File: config.mk
export PLATFORM = sky130hd
export DESIGN_NAME = wu_snoop_ctrl
export DESIGN_NICKNAME = d
export VERILOG_FILES = /design/src/rtl/wu_pkg.sv /design/src/rtl/wu_line_store.sv /design/src/rtl/wu_snoop_unit.sv /design/src/rtl/wu_req_fsm.sv /design/src/rtl/wu_snoop_ctrl.sv
export SDC_FILE = /design/constraint.sdc
export NUM_CORES = 1
export LEC_CHECK = 0
export BUFFER_PORTS_ARGS = -buffer_cell sky130_fd_sc_hd__buf_2
export CAP_MARGIN = 0
export CELL_PAD_IN_SITES_DETAIL_PLACEMENT = 1
export CELL_PAD_IN_SITES_GLOBAL_PLACEMENT = 1
export CORE_ASPECT_RATIO = 0.6
export CORE_MARGIN = 4
export CORE_UTILIZATION = 40
export CTS_CLUSTER_DIAMETER = 120
export DETAILED_ROUTE_END_ITERATION = 12
export PLACE_DENSITY_LB_ADDON = 0.1
export REMOVE_ABC_BUFFERS = 1
export SYNTH_ARGS = -nofsm -noshare
export SYNTH_HDL_FRONTEND = slang
export SYNTH_SLANG_ARGS = --single-unit
File: constraint.sdc
create_clock -name clk -period 3.9 [get_ports clk]
set_clock_uncertainty 0.1 [all_clocks]
set_input_delay 0.195 -clock clk [delete_from_list [all_inputs] [get_ports clk]]
set_output_delay 0.195 -clock clk [all_outputs]
set_load 0.05 [all_outputs]
File: src/rtl/wu_pkg.sv
package wu_pkg;
  typedef enum logic [1:0] {
    LS_VEX    = 2'd0,
    LS_SHARED = 2'd1,
    LS_DIRTY  = 2'd2
  } line_st_e;

  typedef enum logic [1:0] {
    BC_NONE   = 2'd0,
    BC_READ   = 2'd1,
    BC_UPDATE = 2'd2,
    BC_WBACK  = 2'd3
  } bus_cmd_e;
endpackage

File: src/rtl/wu_line_store.sv
module wu_line_store
  import wu_pkg::*;
#(
  parameter int LINES  = 8,
  parameter int TAG_W  = 7,
  parameter int DATA_W = 32,
  localparam int IDX_W = $clog2(LINES)
) (
  input  logic              clk,
  input  logic              rst_n,
  input  logic [IDX_W-1:0]  ra_idx,
  output logic              ra_valid,
  output logic [TAG_W-1:0]  ra_tag,
  output line_st_e          ra_state,
  output logic [DATA_W-1:0] ra_data,
  input  logic [IDX_W-1:0]  rb_idx,
  output logic              rb_valid,
  output logic [TAG_W-1:0]  rb_tag,
  output line_st_e          rb_state,
  output logic [DATA_W-1:0] rb_data,
  input  logic              wa_we,
  input  logic [IDX_W-1:0]  wa_idx,
  input  logic [TAG_W-1:0]  wa_tag,
  input  line_st_e          wa_state,
  input  logic [DATA_W-1:0] wa_data,
  input  logic              wb_we,
  input  logic [IDX_W-1:0]  wb_idx,
  input  line_st_e          wb_state,
  input  logic [DATA_W-1:0] wb_data
);
  logic              v_arr [LINES];
  logic [TAG_W-1:0]  t_arr [LINES];
  line_st_e          s_arr [LINES];
  logic [DATA_W-1:0] d_arr [LINES];

  for (genvar i = 0; i < LINES; i++) begin : g_line
    logic              v_q;
    logic [TAG_W-1:0]  t_q;
    line_st_e          s_q;
    logic [DATA_W-1:0] d_q;
    logic              sel_a, sel_b;

    assign sel_a = wa_we && (wa_idx == IDX_W'(i));
    assign sel_b = wb_we && (wb_idx == IDX_W'(i));

    always_ff @(posedge clk) begin
      if (!rst_n) begin
        v_q <= 1'b0;
        t_q <= '0;
        s_q <= LS_VEX;
        d_q <= '0;
      end else if (sel_b) begin
        s_q <= wb_state;
        d_q <= wb_data;
      end else if (sel_a) begin
        v_q <= 1'b1;
        t_q <= wa_tag;
        s_q <= wa_state;
        d_q <= wa_data;
      end
    end

    assign v_arr[i] = v_q;
    assign t_arr[i] = t_q;
    assign s_arr[i] = s_q;
    assign d_arr[i] = d_q;
  end

  assign ra_valid = v_arr[ra_idx];
  assign ra_tag   = t_arr[ra_idx];
  assign ra_state = s_arr[ra_idx];
  assign ra_data  = d_arr[ra_idx];
  assign rb_valid = v_arr[rb_idx];
  assign rb_tag   = t_arr[rb_idx];
  assign rb_state = s_arr[rb_idx];
  assign rb_data  = d_arr[rb_idx];

  // the snoop port and the processor port never claim storage in one cycle
  assert_one_writer_R12: assert property (@(posedge clk) disable iff (!rst_n)
    !(wa_we && wb_we));
endmodule

File: src/rtl/wu_snoop_unit.sv
module wu_snoop_unit
  import wu_pkg::*;
#(
  parameter int ADDR_W = 10,
  parameter int LINES  = 8,
  parameter int DATA_W = 32,
  localparam int IDX_W = $clog2(LINES),
  localparam int TAG_W = ADDR_W - IDX_W
) (
  input  logic              clk,
  input  logic              rst_n,
  input  logic              snp_valid,
  input  logic [1:0]        snp_cmd,
  input  logic [ADDR_W-1:0] snp_addr,
  input  logic [DATA_W-1:0] snp_wdata,
  output logic [IDX_W-1:0]  rb_idx,
  input  logic              rb_valid,
  input  logic [TAG_W-1:0]  rb_tag,
  input  line_st_e          rb_state,
  input  logic [DATA_W-1:0] rb_data,
  output logic              wb_we,
  output logic [IDX_W-1:0]  wb_idx,
  output line_st_e          wb_state,
  output logic [DATA_W-1:0] wb_data,
  output logic              shared_out,
  output logic              supply_valid,
  output logic [DATA_W-1:0] supply_data
);
  logic match, is_read, is_upd;

  assign rb_idx  = snp_addr[IDX_W-1:0];
  assign match   = snp_valid && rb_valid && (rb_tag == snp_addr[ADDR_W-1:IDX_W]);
  assign is_read = (bus_cmd_e'(snp_cmd) == BC_READ);
  assign is_upd  = (bus_cmd_e'(snp_cmd) == BC_UPDATE);

  assign shared_out   = match && (is_read || is_upd);
  assign supply_valid = match && is_read && (rb_state == LS_DIRTY);
  assign supply_data  = rb_data;

  assign wb_we    = shared_out;
  assign wb_idx   = rb_idx;
  assign wb_state = LS_SHARED;
  assign wb_data  = is_upd ? snp_wdata : rb_data;

  assert_supply_shared_R11: assert property (@(posedge clk) disable iff (!rst_n)
    supply_valid |-> shared_out);
  // after a supplied read the line is no longer dirty
  assert_supply_clean_R11: assert property (@(posedge clk) disable iff (!rst_n)
    supply_valid |=> !(snp_valid && rb_idx == $past(rb_idx) && rb_state == LS_DIRTY));
endmodule

File: src/rtl/wu_req_fsm.sv
module wu_req_fsm
  import wu_pkg::*;
#(
  parameter int ADDR_W = 10,
  parameter int LINES  = 8,
  parameter int DATA_W = 32,
  localparam int IDX_W = $clog2(LINES),
  localparam int TAG_W = ADDR_W - IDX_W
) (
  input  logic              clk,
  input  logic              rst_n,
  input  logic              cpu_req_valid,
  output logic              cpu_req_ready,
  input  logic              cpu_req_write,
  input  logic [ADDR_W-1:0] cpu_req_addr,
  input  logic [DATA_W-1:0] cpu_req_wdata,
  output logic              cpu_rsp_valid,
  input  logic              cpu_rsp_ready,
  output logic [DATA_W-1:0] cpu_rsp_rdata,
  output logic              bus_req,
  input  logic              bus_gnt,
  output logic [1:0]        mst_cmd,
  output logic [ADDR_W-1:0] mst_addr,
  output logic [DATA_W-1:0] mst_wdata,
  input  logic [DATA_W-1:0] bus_rdata,
  input  logic              shared_in,
  input  logic              snp_valid,
  output logic [IDX_W-1:0]  ra_idx,
  input  logic              ra_valid,
  input  logic [TAG_W-1:0]  ra_tag,
  input  line_st_e          ra_state,
  input  logic [DATA_W-1:0] ra_data,
  output logic              wa_we,
  output logic [IDX_W-1:0]  wa_idx,
  output logic [TAG_W-1:0]  wa_tag,
  output line_st_e          wa_state,
  output logic [DATA_W-1:0] wa_data
);
  typedef enum logic [1:0] {S_IDLE, S_BUS, S_RESP} fsm_e;

  fsm_e              st;
  logic              q_write;
  logic [ADDR_W-1:0] q_addr;
  logic [DATA_W-1:0] q_wdata;
  logic [DATA_W-1:0] rsp_q;

  logic [ADDR_W-1:0] cur_addr;
  logic [TAG_W-1:0]  cur_tag;
  logic              hit, accept, issue, local_done, fill_local;
  bus_cmd_e          cmd;

  assign cur_addr   = (st == S_IDLE) ? cpu_req_addr : q_addr;
  assign ra_idx     = cur_addr[IDX_W-1:0];
  assign cur_tag    = cur_addr[ADDR_W-1:IDX_W];
  assign hit        = ra_valid && (ra_tag == cur_tag);

  assign cpu_req_ready = (st == S_IDLE) && !snp_valid;
  assign accept        = cpu_req_valid && cpu_req_ready;
  assign local_done    = accept && hit && (!cpu_req_write || ra_state != LS_SHARED);
  assign issue         = (st == S_BUS) && bus_gnt;
  assign fill_local    = !(q_write && shared_in);

  always_comb begin
    cmd = BC_NONE;
    if (issue) begin
      if (hit)                                  cmd = BC_UPDATE;
      else if (ra_valid && ra_state == LS_DIRTY) cmd = BC_WBACK;
      else                                      cmd = BC_READ;
    end
  end

  assign mst_cmd   = cmd;
  assign mst_addr  = (cmd == BC_WBACK) ? {ra_tag, ra_idx} : q_addr;
  assign mst_wdata = (cmd == BC_WBACK) ? ra_data : q_wdata;
  assign bus_req   = (st == S_BUS);

  always_comb begin
    wa_we    = 1'b0;
    wa_idx   = ra_idx;
    wa_tag   = cur_tag;
    wa_state = ra_state;
    wa_data  = ra_data;
    if (local_done && cpu_req_write) begin
      wa_we    = 1'b1;
      wa_state = LS_DIRTY;
      wa_data  = cpu_req_wdata;
    end else begin
      case (cmd)
        BC_UPDATE: begin
          wa_we    = 1'b1;
          wa_state = shared_in ? LS_SHARED : LS_VEX;
          wa_data  = q_wdata;
        end
        BC_WBACK: begin
          wa_we    = 1'b1;
          wa_tag   = ra_tag;
          wa_state = LS_VEX;
        end
        BC_READ: begin
          wa_we    = 1'b1;
          wa_state = shared_in ? LS_SHARED : (q_write ? LS_DIRTY : LS_VEX);
          wa_data  = (q_write && !shared_in) ? q_wdata : bus_rdata;
        end
        default: ;
      endcase
    end
  end

  always_ff @(posedge clk) begin
    if (!rst_n) begin
      st      <= S_IDLE;
      q_write <= 1'b0;
      q_addr  <= '0;
      q_wdata <= '0;
      rsp_q   <= '0;
    end else begin
      case (st)
        S_IDLE: if (accept) begin
          q_write <= cpu_req_write;
          q_addr  <= cpu_req_addr;
          q_wdata <= cpu_req_wdata;
          if (local_done) begin
            rsp_q <= cpu_req_write ? cpu_req_wdata : ra_data;
            st    <= S_RESP;
          end else begin
            st <= S_BUS;
          end
        end
        S_BUS: begin
          if (cmd == BC_UPDATE) begin
            rsp_q <= q_wdata;
            st    <= S_RESP;
          end else if (cmd == BC_READ && fill_local) begin
            rsp_q <= q_write ? q_wdata : bus_rdata;
            st    <= S_RESP;
          end
        end
        S_RESP: if (cpu_rsp_ready) st <= S_IDLE;
        default: st <= S_IDLE;
      endcase
    end
  end

  assign cpu_rsp_valid = (st == S_RESP);
  assign cpu_rsp_rdata = rsp_q;

  assert_rsp_hold_R12: assert property (@(posedge clk) disable iff (!rst_n)
    (cpu_rsp_valid && !cpu_rsp_ready) |=> (cpu_rsp_valid && $stable(cpu_rsp_rdata)));
  assert_local_dirty_R3: assert property (@(posedge clk) disable iff (!rst_n)
    (accept && hit && cpu_req_write && ra_state == LS_DIRTY) |=> (cpu_rsp_valid && !bus_req));
  assert_update_shared_R4: assert property (@(posedge clk) disable iff (!rst_n)
    (mst_cmd == BC_UPDATE) |-> (ra_state == LS_SHARED));
  assert_wback_then_read_R8: assert property (@(posedge clk) disable iff (!rst_n)
    (mst_cmd == BC_WBACK) |=> (bus_req && !cpu_rsp_valid));
  assert_no_snoop_owner_R9: assert property (@(posedge clk) disable iff (!rst_n)
    snp_valid |-> !(bus_req && bus_gnt));
endmodule

File: src/rtl/wu_snoop_ctrl.sv
module wu_snoop_ctrl
  import wu_pkg::*;
#(
  parameter int ADDR_W = 10,
  parameter int DATA_W = 32,
  parameter int LINES  = 8,
  localparam int IDX_W = $clog2(LINES),
  localparam int TAG_W = ADDR_W - IDX_W
) (
  input  logic              clk,
  input  logic              rst_n,
  input  logic              cpu_req_valid,
  output logic              cpu_req_ready,
  input  logic              cpu_req_write,
  input  logic [ADDR_W-1:0] cpu_req_addr,
  input  logic [DATA_W-1:0] cpu_req_wdata,
  output logic              cpu_rsp_valid,
  input  logic              cpu_rsp_ready,
  output logic [DATA_W-1:0] cpu_rsp_rdata,
  output logic              bus_req,
  input  logic              bus_gnt,
  output logic [1:0]        mst_cmd,
  output logic [ADDR_W-1:0] mst_addr,
  output logic [DATA_W-1:0] mst_wdata,
  input  logic [DATA_W-1:0] bus_rdata,
  input  logic              shared_in,
  input  logic              snp_valid,
  input  logic [1:0]        snp_cmd,
  input  logic [ADDR_W-1:0] snp_addr,
  input  logic [DATA_W-1:0] snp_wdata,
  output logic              shared_out,
  output logic              supply_valid,
  output logic [DATA_W-1:0] supply_data
);
  logic [IDX_W-1:0]  ra_idx, rb_idx, wa_idx, wb_idx;
  logic              ra_valid, rb_valid, wa_we, wb_we;
  logic [TAG_W-1:0]  ra_tag, rb_tag, wa_tag;
  line_st_e          ra_state, rb_state, wa_state, wb_state;
  logic [DATA_W-1:0] ra_data, rb_data, wa_data, wb_data;

  wu_line_store #(.LINES(LINES), .TAG_W(TAG_W), .DATA_W(DATA_W)) u_store (
    .clk(clk), .rst_n(rst_n),
    .ra_idx(ra_idx), .ra_valid(ra_valid), .ra_tag(ra_tag), .ra_state(ra_state), .ra_data(ra_data),
    .rb_idx(rb_idx), .rb_valid(rb_valid), .rb_tag(rb_tag), .rb_state(rb_state), .rb_data(rb_data),
    .wa_we(wa_we), .wa_idx(wa_idx), .wa_tag(wa_tag), .wa_state(wa_state), .wa_data(wa_data),
    .wb_we(wb_we), .wb_idx(wb_idx), .wb_state(wb_state), .wb_data(wb_data)
  );

  wu_snoop_unit #(.ADDR_W(ADDR_W), .LINES(LINES), .DATA_W(DATA_W)) u_snoop (
    .clk(clk), .rst_n(rst_n),
    .snp_valid(snp_valid), .snp_cmd(snp_cmd), .snp_addr(snp_addr), .snp_wdata(snp_wdata),
    .rb_idx(rb_idx), .rb_valid(rb_valid), .rb_tag(rb_tag), .rb_state(rb_state), .rb_data(rb_data),
    .wb_we(wb_we), .wb_idx(wb_idx), .wb_state(wb_state), .wb_data(wb_data),
    .shared_out(shared_out), .supply_valid(supply_valid), .supply_data(supply_data)
  );

  wu_req_fsm #(.ADDR_W(ADDR_W), .LINES(LINES), .DATA_W(DATA_W)) u_fsm (
    .clk(clk), .rst_n(rst_n),
    .cpu_req_valid(cpu_req_valid), .cpu_req_ready(cpu_req_ready), .cpu_req_write(cpu_req_write),
    .cpu_req_addr(cpu_req_addr), .cpu_req_wdata(cpu_req_wdata),
    .cpu_rsp_valid(cpu_rsp_valid), .cpu_rsp_ready(cpu_rsp_ready), .cpu_rsp_rdata(cpu_rsp_rdata),
    .bus_req(bus_req), .bus_gnt(bus_gnt), .mst_cmd(mst_cmd), .mst_addr(mst_addr),
    .mst_wdata(mst_wdata), .bus_rdata(bus_rdata), .shared_in(shared_in), .snp_valid(snp_valid),
    .ra_idx(ra_idx), .ra_valid(ra_valid), .ra_tag(ra_tag), .ra_state(ra_state), .ra_data(ra_data),
    .wa_we(wa_we), .wa_idx(wa_idx), .wa_tag(wa_tag), .wa_state(wa_state), .wa_data(wa_data)
  );
endmodule

==> flow_summary.html <==
<table>
<tr><th>Metric</th><th>Value</th></tr>
<tr><th colspan="2">Outcome</th></tr>
<tr><td>Run status</td><td>complete, but fails checks</td></tr>
<tr><td>Violated checks</td><td>negative setup slack</td></tr>
<tr><th colspan="2">Pwr</th></tr>
<tr><td>Clk network pwr share</td><td>0.402</td></tr>
<tr><td>Switching component of the power</td><td>3.509 mW</td></tr>
<tr><td>Maximum vdd ir drop</td><td>0.0002990 V</td></tr>
<tr><td>Seq pwr share</td><td>0.386</td></tr>
<tr><td>Power density over the cells</td><td>347.6 mW/mm²</td></tr>
<tr><td>Comb power frac</td><td>0.212</td></tr>
<tr><td>Internal</td><td>7.644 mW</td></tr>
<tr><td>Leakage power</td><td>11.83 nW</td></tr>
<tr><td>Switching power as a share of total power</td><td>0.3146</td></tr>
<tr><th colspan="2">CTS</th></tr>
<tr><td>Buffer depth of the longest clock path</td><td>3</td></tr>
<tr><td>Clock tree from TritonCTS</td><td>built</td></tr>
<tr><td>Sinks on the clock net</td><td>413</td></tr>
<tr><td>Number of H-tree branching levels</td><td>2</td></tr>
<tr><td>Clock latency on the worst-skew pair</td><td>0.59 ns</td></tr>
<tr><td>Clock slew seen by the registers of the worst setup and hold paths</td><td>0.07 ns</td></tr>
<tr><td>Inserted Clock Buffers</td><td>42</td></tr>
<tr><td>Clock Tree Root</td><td>clkbuf_16</td></tr>
<tr><th colspan="2">Setup path</th></tr>
<tr><td>Launching element type of the critical path</td><td>flop</td></tr>
<tr><td>Critical Path Sink Type</td><td>output port</td></tr>
<tr><td>Crit Path Max Fanout</td><td>7</td></tr>
<tr><td>CP Cell Sequence</td><td>or4b_4 &gt; buf_4 &gt; buf_4 &gt; o21ai_4 &gt; buf_6 &gt; a22oi_1 &gt; a31oi_2 &gt; buf_4 &gt; nand2_1 &gt; a311o_2 &gt; buf_12 &gt; or3_4 &gt; o21a_1 &gt; buf_6</td></tr>
<tr><td>Arrival time at the worst endpoint</td><td>4.12 ns</td></tr>
<tr><td>Stage delay of the slowest cell on the critical path</td><td>0.55 ns</td></tr>
<tr><td>Slowest CP cell</td><td>or4b_4</td></tr>
<tr><td>Buf/Inv on CP</td><td>6</td></tr>
<tr><td>Most common cell on crit path</td><td>buf_4</td></tr>
<tr><td>Data required time at the worst endpoint</td><td>3.61 ns</td></tr>
<tr><td>Start-to-end type of the worst setup path</td><td>flop to output port</td></tr>
<tr><td>Crit-path leading delay family</td><td>compound AO/OA/AOI/OAI gates</td></tr>
<tr><th colspan="2">Timing</th></tr>
<tr><td>Fraction of the cycle the final worst path needs</td><td>1.132</td></tr>
<tr><td>Max Clk Rate</td><td>226.5 MHz</td></tr>
<tr><td>Transition time of the tightest slew-check pin</td><td>1.024 ns</td></tr>
<tr><td>Number of setup violations in the final report</td><td>402</td></tr>
<tr><td>Max-slew violation count</td><td>0</td></tr>
<tr><td>Final critical-path required period</td><td>4.415 ns</td></tr>
<tr><td>Worst slew margin</td><td>0.3175</td></tr>
<tr><td>Setup total negative slack</td><td>-115.13 ns</td></tr>
<tr><td>Worst setup margin</td><td>-0.5153 ns</td></tr>
<tr><td>Final hold violation count</td><td>0</td></tr>
<tr><td>Unrepaired setup endpoints after global routing</td><td>true</td></tr>
<tr><th colspan="2">GRT</th></tr>
<tr><td>Total global-route track usage</td><td>0.3798</td></tr>
<tr><td>Via count of the first global-routing pass</td><td>26790</td></tr>
<tr><td>Overall overflow remaining after global route</td><td>0</td></tr>
<tr><td>Largest net degree at the start of global routing</td><td>134</td></tr>
<tr><td>Number of antenna violations at the first check in global routing</td><td>2</td></tr>
<tr><td>Wire length of the first global-routing pass</td><td>180700 µm</td></tr>
<tr><th colspan="2">Yosys</th></tr>
<tr><td>Fraction of registers with async set or reset after synthesis</td><td>0</td></tr>
<tr><td>Adder and majority cell fraction of the synthesized area</td><td>0.001081</td></tr>
<tr><td>Share of the synthesized area in the top cell type</td><td>0.3573</td></tr>
<tr><td>Post-synthesis average cell area</td><td>8.769 µm²</td></tr>
<tr><td>Distinct cells, synth</td><td>84</td></tr>
<tr><td>Total of flip-flops plus latches after synthesis</td><td>413</td></tr>
<tr><td>Library cell occupying the most area in the post-synthesis netlist</td><td>dfxtp_1</td></tr>
<tr><td>Count of flip-flops with a built-in enable after synthesis</td><td>0</td></tr>
<tr><td>Most frequently used cell type in the post-synthesis netlist</td><td>dfxtp_1</td></tr>
<tr><td>Proportion of synthesized chip area in sequential cells</td><td>0.3573</td></tr>
<tr><td>Main combinational cell family by area after synthesis</td><td>compound AO/OA/AOI/OAI gates</td></tr>
<tr><td>XOR/XNOR share of the synthesized area</td><td>0.002649</td></tr>
<tr><td>Synthesized-area fraction occupied by ao, oa, aoi and oai cells</td><td>0.3336</td></tr>
<tr><td>Instance count of the mapped netlist</td><td>2639</td></tr>
<tr><td>Post-synthesis share of cell area spent on and, or, nand and nor gates</td><td>0.1452</td></tr>
<tr><td>Top_reg_cell synth</td><td>dfxtp_1</td></tr>
<tr><td>Netlist area before placement</td><td>0.02314 mm²</td></tr>
<tr><td>Multiplexer area fraction after synthesis</td><td>0.1105</td></tr>
<tr><td>Top post-synthesis cells by area</td><td>dfxtp_1 (36%), a22oi_1 (10%), mux4_2 (7.6%), nand2_1 (5.9%), o21ai_0 (4.0%)</td></tr>
<tr><td>Top cells by instance count after synthesis</td><td>dfxtp_1 (413), nand2_1 (364), a22oi_1 (314)</td></tr>
<tr><td>Count of warnings emitted by yosys</td><td>0</td></tr>
<tr><th colspan="2">Place</th></tr>
<tr><td>Hpwl dp</td><td>79800 µm</td></tr>
<tr><td>Final estimated routing congestion in global placement</td><td>0.9682</td></tr>
<tr><td>Buffers added on ports</td><td>238</td></tr>
<tr><td>Inst Count DP</td><td>3656</td></tr>
<tr><th colspan="2">Routing</th></tr>
<tr><td>Detailed-route via count</td><td>27154</td></tr>
<tr><td>Remaining DRCs</td><td>0</td></tr>
<tr><td>Post-DR wirelength/cell</td><td>33.00 µm</td></tr>
<tr><td>Vias per cell</td><td>6.957</td></tr>
<tr><td>Number of DRC markers after the initial detailed-route iteration</td><td>3820</td></tr>
<tr><td>Drt pass-1 iters</td><td>6</td></tr>
<tr><td>Post-detailed-routing wire length</td><td>128800 µm</td></tr>
<tr><td>Post-DRT Antenna Nets</td><td>0</td></tr>
<tr><th colspan="2">Die</th></tr>
<tr><td>Initial Utilization</td><td>0.4096</td></tr>
<tr><td>Chip height</td><td>194.3 µm</td></tr>
<tr><td>Die Area</td><td>0.06189 mm²</td></tr>
<tr><td>I/O Pins</td><td>239</td></tr>
<tr><td>Core area</td><td>0.05650 mm²</td></tr>
<tr><td>Die Span X</td><td>318.5 µm</td></tr>
<tr><td>Rows</td><td>67</td></tr>
<tr><th colspan="2">Cells and area</th></tr>
<tr><td>Final instance count without filler cells</td><td>3903</td></tr>
<tr><td>Layout net count</td><td>3235</td></tr>
<tr><td>Layout cells sized above 1</td><td>0.3309</td></tr>
<tr><td>Signed area change from the synthesized netlist to the final layout</td><td>38.66%</td></tr>
<tr><th colspan="2">Worst hold path</th></tr>
<tr><td>Hold Crit Class</td><td>input port to flop</td></tr>
<tr><th colspan="2">Flow run</th></tr>
<tr><td>Max-capacitance violation count</td><td>0</td></tr>
</table>
## registers in the layout (all words and copies together) (netlist names)
signal and flops:
u_store.g_line.v_q 8, u_store.g_line.s_q 16, u_fsm.q_addr 10, u_fsm.q_write 1, u_fsm.st 2, u_fsm.cpu_rsp_rdata 32, u_fsm.q_wdata 32, u_store.g_line.d_q 256
u_store.g_line.t_q 56
## worst register-to-register path, stage by stage, from the launching register on
cell and delay [ns]:
dfxtp_2 0.37, o211ai_1 0.38, o21a_4 0.29, buf_6 0.19, o22ai_4 0.10, or3_4 0.34
a221oi_4 0.38, buf_4 0.20, o221ai_4 0.15, buf_6 0.15, nor4_4 0.29, buf_4 0.20
buf_4 0.14, clkbuf_16 0.16, buf_4 0.11, nor3_1 0.06, o31ai_4 0.35, buf_12 0.17
o221ai_1 0.10
## power by group through the flow
stage | clock, mW | sequential [mW] | combinational, mW
after floorplan | 0 | 4.39 | 0.819
after global placement | 0 | 4.39 | 1.89
after detailed placement | 0 | 4.39 | 1.93
after CTS | 4.47 | 4.30 | 2.14
after global routing | 4.67 | 4.31 | 2.42
final | 4.48 | 4.31 | 2.37
## area by class of cell
cell class | instances | area, µm²
diodes | 4 | 10.01
clock inverters | 18 | 240.2
repair buffers | 674 | 6396
well taps | 759 | 949.7
flip-flops and latches | 413 | 8275
clock buffers | 59 | 1216
multi-input cells | 1955 | 14920
inverters | 21 | 78.83
fillers | 6289 | 24410
## worst paths after layout
path / depth (start not counted) / startpoint / slack [ns] / to
max reg2reg: 18 / u_fsm.st[0]$_SDFFE_PN0P_ / -0.48 / u_store.g_line[3].d_q[15]$_SDFFE_PN0P_
min reg2reg: 2 / u_fsm.cpu_rsp_rdata[17]$_SDFFE_PN0P_ / 0.35 / u_fsm.cpu_rsp_rdata[17]$_SDFFE_PN0P_
min: 4 / snp_wdata[23] / 0.08 / u_store.g_line[7].d_q[23]$_SDFFE_PN0P_
max: 14 / u_fsm.st[1]$_SDFFE_PN0P_ / -0.52 / mst_addr[9]
## metrics by stage
step	cell area, µm²	util	setup WS (ns)	hold slack, ns	total power [mW]
after floorplan	22070	-	-5.414	0.2119	5.214
after global placement	27450	0.4857	-0.1385	0.3367	6.282
after detailed placement	27450	0.4857	-0.2347	0.3418	6.320
after CTS	30930	0.5475	-0.3702	0.05334	10.91
after global routing	32080	0.5678	-0.5613	0.1102	11.40
final	32090	0.5679	-0.5153	0.07599	11.15
## routing by layer
metal	global-route usage	vias up	routed length, µm
met5	0	-	13
met4	0.1046	2	4359
met3	0.1359	292	18630
met2	0.5420	2028	53330
met1	0.5402	13751	52470
li1	-	11081	-
## what timing repair did
| action | in CTS | in global routing |
|---|---|---|
| setup endpoints to repair | 367 | 384 |
| resized for setup | 233 | 187 |
| gates cloned | 4 | 11 |
| endpoints found under the hold margin | 77 | 0 |
| buffers inserted | 37 | 40 |
| pin swaps | 29 | 30 |
| hold buffers | 78 | 0 |
## layout by cell type (no fill, tap or decap), types with 27 or more instances in the layout
cell type / n
buf_4: 234
buf_12: 92
mux4_2: 78
mux2i_1: 27
dfxtp_1: 409
and2_1: 27
nand2_1: 357
nor2_1: 44
nand3_1: 102
a21oi_1: 62
buf_6: 54
nor3_1: 48
o22ai_1: 55
o21ai_1: 201
buf_2: 194
clkbuf_16: 50
o21ai_2: 34
a32o_1: 41
o21ai_0: 109
a22oi_1: 313
mux2_2: 34
o221ai_1: 63
o31ai_4: 32
dlygate4sd3_1: 78
## kinds of logic after synthesis
logic type / after synthesis
xor gates and xnor gates: 7
AOI/OAI and AO/OA: 1076
buffers and inverters: 271
adders and majority gates: 2
muxes: 150
and+or+nand+nor: 720
DFF: 413
Power figures use the tool's default switching activity.
